`src/rtl/pla_pkg.sv`:
```
package pla_pkg;
  localparam int unsigned DEF_N_DED         = 10;
  localparam int unsigned DEF_N_FB          = 8;
  localparam int unsigned DEF_N_SUM         = 8;
  localparam int unsigned DEF_TERMS_PER_SUM = 8;

  // Line index of the true form of signal k; the complement sits one above.
  function automatic int unsigned true_line(int unsigned k);
    return 2 * k;
  endfunction
endpackage

```
`src/rtl/pla_line_gen.sv`:
```
module pla_line_gen #(
  parameter int unsigned N_SIG = 18,
  localparam int unsigned N_LINE = 2 * N_SIG
) (
  input  logic [N_SIG-1:0]  sig_i,
  output logic [N_LINE-1:0] lines_o
);
  for (genvar k = 0; k < N_SIG; k++) begin : g_sig
    assign lines_o[pla_pkg::true_line(k)]     = sig_i[k];
    assign lines_o[pla_pkg::true_line(k) + 1] = ~sig_i[k];
  end
endmodule

```
`src/rtl/pla_cfg_store.sv`:
```
module pla_cfg_store #(
  parameter int unsigned N_LINE = 36,
  parameter int unsigned N_TERM = 74,
  localparam int unsigned N_BITS = N_LINE * N_TERM
) (
  input  logic              clk_i,
  input  logic              rst_ni,
  input  logic              erase_i,
  input  logic              wr_valid_i,
  output logic              wr_ready_o,
  input  logic [N_LINE-1:0] wr_data_i,
  output logic [N_BITS-1:0] conn_o
);
  logic [N_BITS-1:0] conn_q;
  logic              take;

  assign wr_ready_o = ~erase_i;
  assign take       = wr_valid_i & wr_ready_o;

  always_ff @(posedge clk_i or negedge rst_ni) begin
    if (!rst_ni) begin
      conn_q <= '0;
    end else if (erase_i) begin
      conn_q <= '0;
    end else if (take) begin
      conn_q <= {conn_q[N_BITS-N_LINE-1:0], wr_data_i};
    end
  end

  assign conn_o = conn_q;

  p_word_enters_row0_r6: assert property (@(posedge clk_i) disable iff (!rst_ni)
    take |=> conn_q[N_LINE-1:0] == $past(wr_data_i));

  p_row_moves_up_r6: assert property (@(posedge clk_i) disable iff (!rst_ni)
    take |=> conn_q[2*N_LINE-1:N_LINE] == $past(conn_q[N_LINE-1:0]));

  p_hold_without_handshake_r9: assert property (@(posedge clk_i) disable iff (!rst_ni)
    (!take && !erase_i) |=> $stable(conn_q));
endmodule

```
`src/rtl/pla_product_term.sv`:
```
module pla_product_term #(
  parameter int unsigned N_LINE = 36,
  localparam int unsigned N_SIG = N_LINE / 2
) (
  input  logic [N_LINE-1:0] conn_i,
  input  logic [N_LINE-1:0] lines_i,
  output logic              term_o
);
  // An open connection contributes a 1 to the AND.
  assign term_o = &(~conn_i | lines_i);

  logic [N_SIG-1:0] both_forms;
  for (genvar k = 0; k < N_SIG; k++) begin : g_pair
    assign both_forms[k] = conn_i[2*k] & conn_i[2*k+1];
  end

  always_comb begin
    if (conn_i == '0) begin
      p_all_open_true_r2: assert (term_o == 1'b1);
    end
    if (|both_forms) begin
      p_contradiction_false_r3: assert (term_o == 1'b0);
    end
  end
endmodule

```
`src/rtl/pla_sop_array.sv`:
```
module pla_sop_array #(
  parameter int unsigned N_DED         = pla_pkg::DEF_N_DED,
  parameter int unsigned N_FB          = pla_pkg::DEF_N_FB,
  parameter int unsigned N_SUM         = pla_pkg::DEF_N_SUM,
  parameter int unsigned TERMS_PER_SUM = pla_pkg::DEF_TERMS_PER_SUM,
  localparam int unsigned N_SIG      = N_DED + N_FB,
  localparam int unsigned N_LINE     = 2 * N_SIG,
  localparam int unsigned N_PROD     = N_SUM * TERMS_PER_SUM,
  localparam int unsigned IDX_PRESET = N_PROD + N_SUM,
  localparam int unsigned IDX_CLEAR  = IDX_PRESET + 1,
  localparam int unsigned N_TERM     = IDX_CLEAR + 1
) (
  input  logic              clk_i,
  input  logic              rst_ni,
  input  logic              erase_i,
  input  logic              cfg_valid_i,
  output logic              cfg_ready_o,
  input  logic [N_LINE-1:0] cfg_data_i,
  input  logic [N_DED-1:0]  ded_i,
  input  logic [N_FB-1:0]   fb_i,
  output logic [N_SUM-1:0]  sum_o,
  output logic [N_SUM-1:0]  oe_o,
  output logic              preset_o,
  output logic              clear_o
);
  logic [N_LINE*N_TERM-1:0] conn;
  logic [N_LINE-1:0]        lines;
  logic [N_TERM-1:0]        terms;

  pla_cfg_store #(.N_LINE(N_LINE), .N_TERM(N_TERM)) u_store (
    .clk_i      (clk_i),
    .rst_ni     (rst_ni),
    .erase_i    (erase_i),
    .wr_valid_i (cfg_valid_i),
    .wr_ready_o (cfg_ready_o),
    .wr_data_i  (cfg_data_i),
    .conn_o     (conn)
  );

  pla_line_gen #(.N_SIG(N_SIG)) u_lines (
    .sig_i   ({fb_i, ded_i}),
    .lines_o (lines)
  );

  for (genvar t = 0; t < N_TERM; t++) begin : g_term
    pla_product_term #(.N_LINE(N_LINE)) u_term (
      .conn_i  (conn[t*N_LINE +: N_LINE]),
      .lines_i (lines),
      .term_o  (terms[t])
    );
  end

  for (genvar g = 0; g < N_SUM; g++) begin : g_sum
    assign sum_o[g] = |terms[g*TERMS_PER_SUM +: TERMS_PER_SUM];
    assign oe_o[g]  = terms[N_PROD + g];
  end

  assign preset_o = terms[IDX_PRESET];
  assign clear_o  = terms[IDX_CLEAR];

  p_erase_opens_all_r7: assert property (@(posedge clk_i) disable iff (!rst_ni)
    erase_i |=> (&sum_o && &oe_o && preset_o && clear_o));
endmodule

```
`config.mk`:
```
export PLATFORM = sky130hd
export DESIGN_NAME = pla_sop_array
export DESIGN_NICKNAME = d
export VERILOG_FILES = /design/src/rtl/pla_pkg.sv /design/src/rtl/pla_line_gen.sv /design/src/rtl/pla_cfg_store.sv /design/src/rtl/pla_product_term.sv /design/src/rtl/pla_sop_array.sv
export SDC_FILE = /design/constraint.sdc
export NUM_CORES = 2
export LEC_CHECK = 0
export BUFFER_PORTS_ARGS = -buffer_cell sky130_fd_sc_hd__buf_2
export CORE_UTILIZATION = 35
export DETAILED_ROUTE_END_ITERATION = 16
export PLACE_DENSITY_LB_ADDON = 0.05
export SLEW_MARGIN = 40
export SYNTH_ARGS = -nofsm -noshare
export SYNTH_HDL_FRONTEND = slang
export SYNTH_SLANG_ARGS = --single-unit
```
`constraint.sdc`:
```
create_clock -name clk_i -period 2.3 [get_ports clk_i]
set_input_delay 0.23 -clock clk_i [delete_from_list [all_inputs] [get_ports clk_i]]
set_output_delay 0.23 -clock clk_i [all_outputs]
set_load 0.005 [all_outputs]
```
# == Word level (Yosys, flattened, before mapping) ==
# Cells that the tools add are included.
# totals
wordCells,254
out_inout_bits,19
register_bits,2664
# classes
bitwise,168
n_reduce_logical,83
muxes,2
# op_table
operator,n
2-to-1 mux 2664 bit,2
NOT 36 bit,74
bitwise OR 36 bit,74
AND reduction 36 bit,74
OR reduction 8 bit,8
NOT 1 bit,19
nonzero test 2 bit,1
AND 1 bit,1

# == Depth between registers and ports, before layout ==
# depth
ltp_word,4
depth_mapped,8

# == Hierarchy ==
# A second synthesis with hierarchy kept.
# hier_totals
hier_cells,12649
area_unflattened_um2,130888.0
# modules_own_cells
module,seq_area_each_um2,area_each_um2,cells_each,instances
pla_cfg_store,66663.9,107533.1,8585,1
pla_product_term,0.0,310.3,54,74
pla_line_gen,0.0,202.7,36,1
pla_sop_array,0.0,190.2,32,1

# == Worst setup path after synthesis ==
# OpenSTA, ideal clock, no wires.
# synth_timing
path_type,input port to output port
startpoint,input ded_i[1]
endpoint,output oe_o[0]
cell_stages,7
t_required_ns,2.070
setup_slack_ns,0.559
n_path_buf,4
arrival_ns,1.511
cell_sequence,buf_4 > buf_6 > buf_2 > mux2i_1 > nand4_1 > nor4_1 > buf_4
# synth_between
elab_chain_cells,3
# synth_rtl
item,line_no,rtl
start: declaration,pla_sop_array.sv:19,"input logic [N_DED-1:0] ded_i,"
NOT 1 bit,pla_line_gen.sv:10,assign lines_o[pla_pkg::true_line(k) + 1] = ~sig_i[k];
bitwise OR 36 bit *,pla_product_term.sv:10,assign term_o = &(~conn_i | lines_i);
AND reduction 36 bit *,pla_product_term.sv:10,
end: declaration,pla_sop_array.sv:22,"output logic [N_SUM-1:0] oe_o,"
# Every way passes the cells marked *; elsewhere a longest branch is shown, timed or not.

# == Worst setup path after layout ==
# layout_timing
startpoint,"register u_store.conn_q[925], in the netlist u_store.conn_o[925]"
endpoint,output sum_o[3]
# layout_between
elab_chain_cells,4
# layout_rtl
item,line_no,rtl
start: declaration,pla_cfg_store.sv:14,logic [N_BITS-1:0] conn_q;
start signal: assignment,pla_cfg_store.sv:26,"conn_q <= {conn_q[N_BITS-N_LINE-1:0], wr_data_i};"
NOT 36 bit,pla_product_term.sv:10,
bitwise OR 36 bit,pla_product_term.sv:10,
AND reduction 36 bit,pla_product_term.sv:10,
OR reduction 8 bit,pla_sop_array.sv:54,assign sum_o[g] = |terms[g*TERMS_PER_SUM +: TERMS_PER_SUM];
end: declaration,pla_sop_array.sv:21,"output logic [N_SUM-1:0] sum_o,"
# No other way between the ends.

==> metrics.md <==
| Metric | Value |
|---|---|
| Failing checks | negative setup slack |
| DR vias/cell | 5.04 |
| Max-slew violations | 0 |
| Seq/Total Area, Yosys | 0.540 |
| Synth Warn # | 0 |
| HPWL Detailed | ~260 mm |
| Fin. Hold Viols | 0 |
| Final setup fails | 18 |
| Total GRT Usage | 0.206 |
| Ranking of synthesized cells by area | dfrtp_1 (54%), mux2i_1 (32%), nor2_1 (8.1%) |
| Crit-path most repeated cell | buf_4 |
| Status | finished with violations |
| Largest net degree at the start of global routing | around 150 |
| Die height | 596 um |
| Die X | 596 um |
| Max reg flops | 2,664 |
| Synth Register Bits | 2,664 |
| DR vias | slightly above 80,000 |
| Cells along the critical path | mux2i_1 -> buf_4 -> nand4_1 -> nor4_1 -> buf_4 -> nor4_4 -> nand2_2 -> buf_6 |
| Clock root buffer | clkbuf_16 |
| Mapped Nets | roughly 11,000 |
| Crit Path Class | flop to output port |
| Global placer's final weighted congestion | 0.791 |
| Synthesis-to-finish area growth | 20.4% |
| Crit-path max cell delay | 410 ps |
| WL/cell | 23.0 um |
| Max Cap Violations | 0 |
| Max stage delay cell, worst path | dfrtp_1 |
| Clock sink total | 2,664 |
| Netlist cell types | 15 |
| CP Max Fanout | 3 |
| Dpl cell area | approximately 140,000 um2 |
| Clock slew at reported path FFs | 60 ps |
| Placed Cells | roughly 15,000 |
| Final instance area | 149,000 um2 |
| GR Util met2 | 0.321 |
| H-tree depth | 5 |
| CTS tree | done |
| Non-Filler Instances | 16,054 |
| Internal reg-to-reg setup slack | 1310 ps |
| Die area | 355,000 um2 |
| Req. time, crit path | around 2100 ps |
| Least-Margin Pin Slew | 778 ps |
| Core area | 350,000 um2 |
| Hold Path Class | primary input to flop |
| Met3 Use GR | 0.0204 |
| Share of the synthesized area in the top cell type | 0.540 |
| Iter 0 DRT Violations | a little under 5,000 |
| Initial antenna violation count | 3 |
| CP endpoint kind | output port |
| Vias in the first global route | 84,193 |
| Residual DRC | 0 |
| Startpoint types | flop |
| Synth Instances | about 11,000 |
| RSZ-0062 raised after global routing | yes |
| Initial Util | 0.353 |
| Dominant cell type by area after synthesis | dfrtp_1 |
| Layout cells sized above 1 | 0.151 |
| First-pass GRT wire length | between 500 and 600 mm |
| Number of nets in the layout | 11,265 |
| Fillers | ~33,000 |
| Most crowded layer after global routing | met2 |
| CTS Buffer Depth | 4 |
| WP data arrival | 2720 ps |
| Clock Latency Late Sink | 930 ps |
| Syn avg cell area | between 10 and 15 um2 |
| Buffers and inverters on the worst path | 3 |
| Synth Cell Area | 123,000 um2 |
| Final core utilization | 0.424 |
| Min cycle time layout | ~3000 ps |
| Post-route ant nets | 0 |
| F_max | 0.339 GHz |
| Aggregate global routing overflow | 0 |
| Drt first pass iters | 5 |
| Hold slack | 86.8 ps |
| Setup ws final | -651 ps |
| I/O pin cnt | 77 |
| Port buffer count | 76 |
| Max transition margin | 0.482 |
| Layout Skew | between 30 and 40 ps |
| Top delay family on crit path | simple AND/OR/NAND/NOR gates |
| Cell Pwr Density | 707 nW/um2 |
| Total Routed Length | 369 mm |
| GR Util met1 | 0.305 |
| Final worst-path cycle share | 1.28 |
| Num CTS Buffers | 322 |
| Place WS | -681 ps |
| Rows | about 220 |
| Maximum vdd ir drop | 0.000599 V |
| Leakage power | 0.0774 uW |
## cell usage in the layout (no fill, tap or decap), drive strengths merged
cell | Yosys | final
and4 | 74 | 74
buf | 448 | 1050
bufinv | 0 | 10
clkbuf | 296 | 495
clkinv | 0 | 49
clkinvlp | 0 | 6
dfrtp | 2664 | 2664
diode | 0 | 2
dlygate4sd3 | 0 | 40
inv | 1 | 11
mux2i | 3996 | 3996
nand2 | 8 | 8
nand3 | 74 | 74
nand4 | 222 | 222
nor2 | 2664 | 2664
nor4 | 90 | 90
## what timing repair did
item / 4_1_cts / 5_1_grt
buffers inserted: 49 / 32
endpoints found under the hold margin: 2369 / 0
setup endpoints to repair: 18 / 18
resized for setup: 186 / 69
pin swaps: 58 / 45
hold buffers: 41 / 0
## cell type report
class	count	area (um2)	area share
tap	4599	5750	0.0387
inverter	1	3.75	0.0000252
timing repair buffer	1090	11500	0.0771
clock inverter	75	731	0.00491
multi-input combinational	7128	54300	0.365
sequential	2664	66700	0.449
antenna	2	5.00	0.0000337
clock buffer	495	9770	0.0657
## metal layers
| metal | vias up | wire length, um |
|---|---|---|
| met1 | 41437 | 182000 |
| li1 | 38022 | - |
| met4 | 2 | 10400 |
| met5 | - | 13 |
| met3 | 461 | 9680 |
| met2 | 1024 | 167000 |
## cell usage after synthesis
library cell,number
buf_8,2
and4_1,74
nand3_1,74
buf_4,84
buf_1,3
nand4_1,222
mux2i_1,3996
nor2_1,2664
nor4_1,90
clkbuf_1,296
buf_6,39
inv_1,1
dfrtp_1,2664
nand2_1,8
buf_2,320
## path summary, 6_finish.rpt
kind	startpoint	cells after the start	to
setup / recovery	u_store.conn_o[925]	8	sum_o[3]
hold / removal	cfg_data_i[2]	4	u_store.conn_o[2]
setup reg to reg	u_store.conn_o[0]	3	u_store.conn_o[36]
hold reg to reg	u_store.conn_o[2629]	2	u_store.conn_o[2629]
max in group asynchronous	rst_ni	3	u_store.conn_o[2083]
min in group asynchronous	rst_ni	3	u_store.conn_o[2269]
## power by group
group | internal (uW) | switching, uW
Sequential | 47000 | 75.6
Clock | 30300 | 20600
Combinational | 2730 | 4460
## metrics by stage
| step | power [uW] | TNS (ps) |
|---|---|---|
| 3_5_place_dp | 55100 | -6690 |
| 4_1_cts | 107000 | -10440 |
| 3_3_place_gp | 55000 | -7150 |
| 6_report | 105000 | -7720 |
| 2_1_floorplan | 51600 | 0 |
| 5_1_grt | 109000 | -10110 |
## worst reg2reg max path, delay by kind of cell (launching register included)
family / cells / cell delay, ps
muxes: 1 / 160
buffers and inverters: 1 / 200
DFF: 1 / 480
and+or+nand+nor: 1 / 50
## kinds of logic (layout without fill, tap and decap cells)
kind of cell           after synthesis  in the layout  synth area share
buffers and inverters              745           1661            0.0310
multiplexers                      3996           3996             0.324
other                                0              2                 0
flip-flops                        2664           2664             0.540
AND/OR/NAND/NOR                   3132           3132             0.105
(Power assumes the default switching activity.)
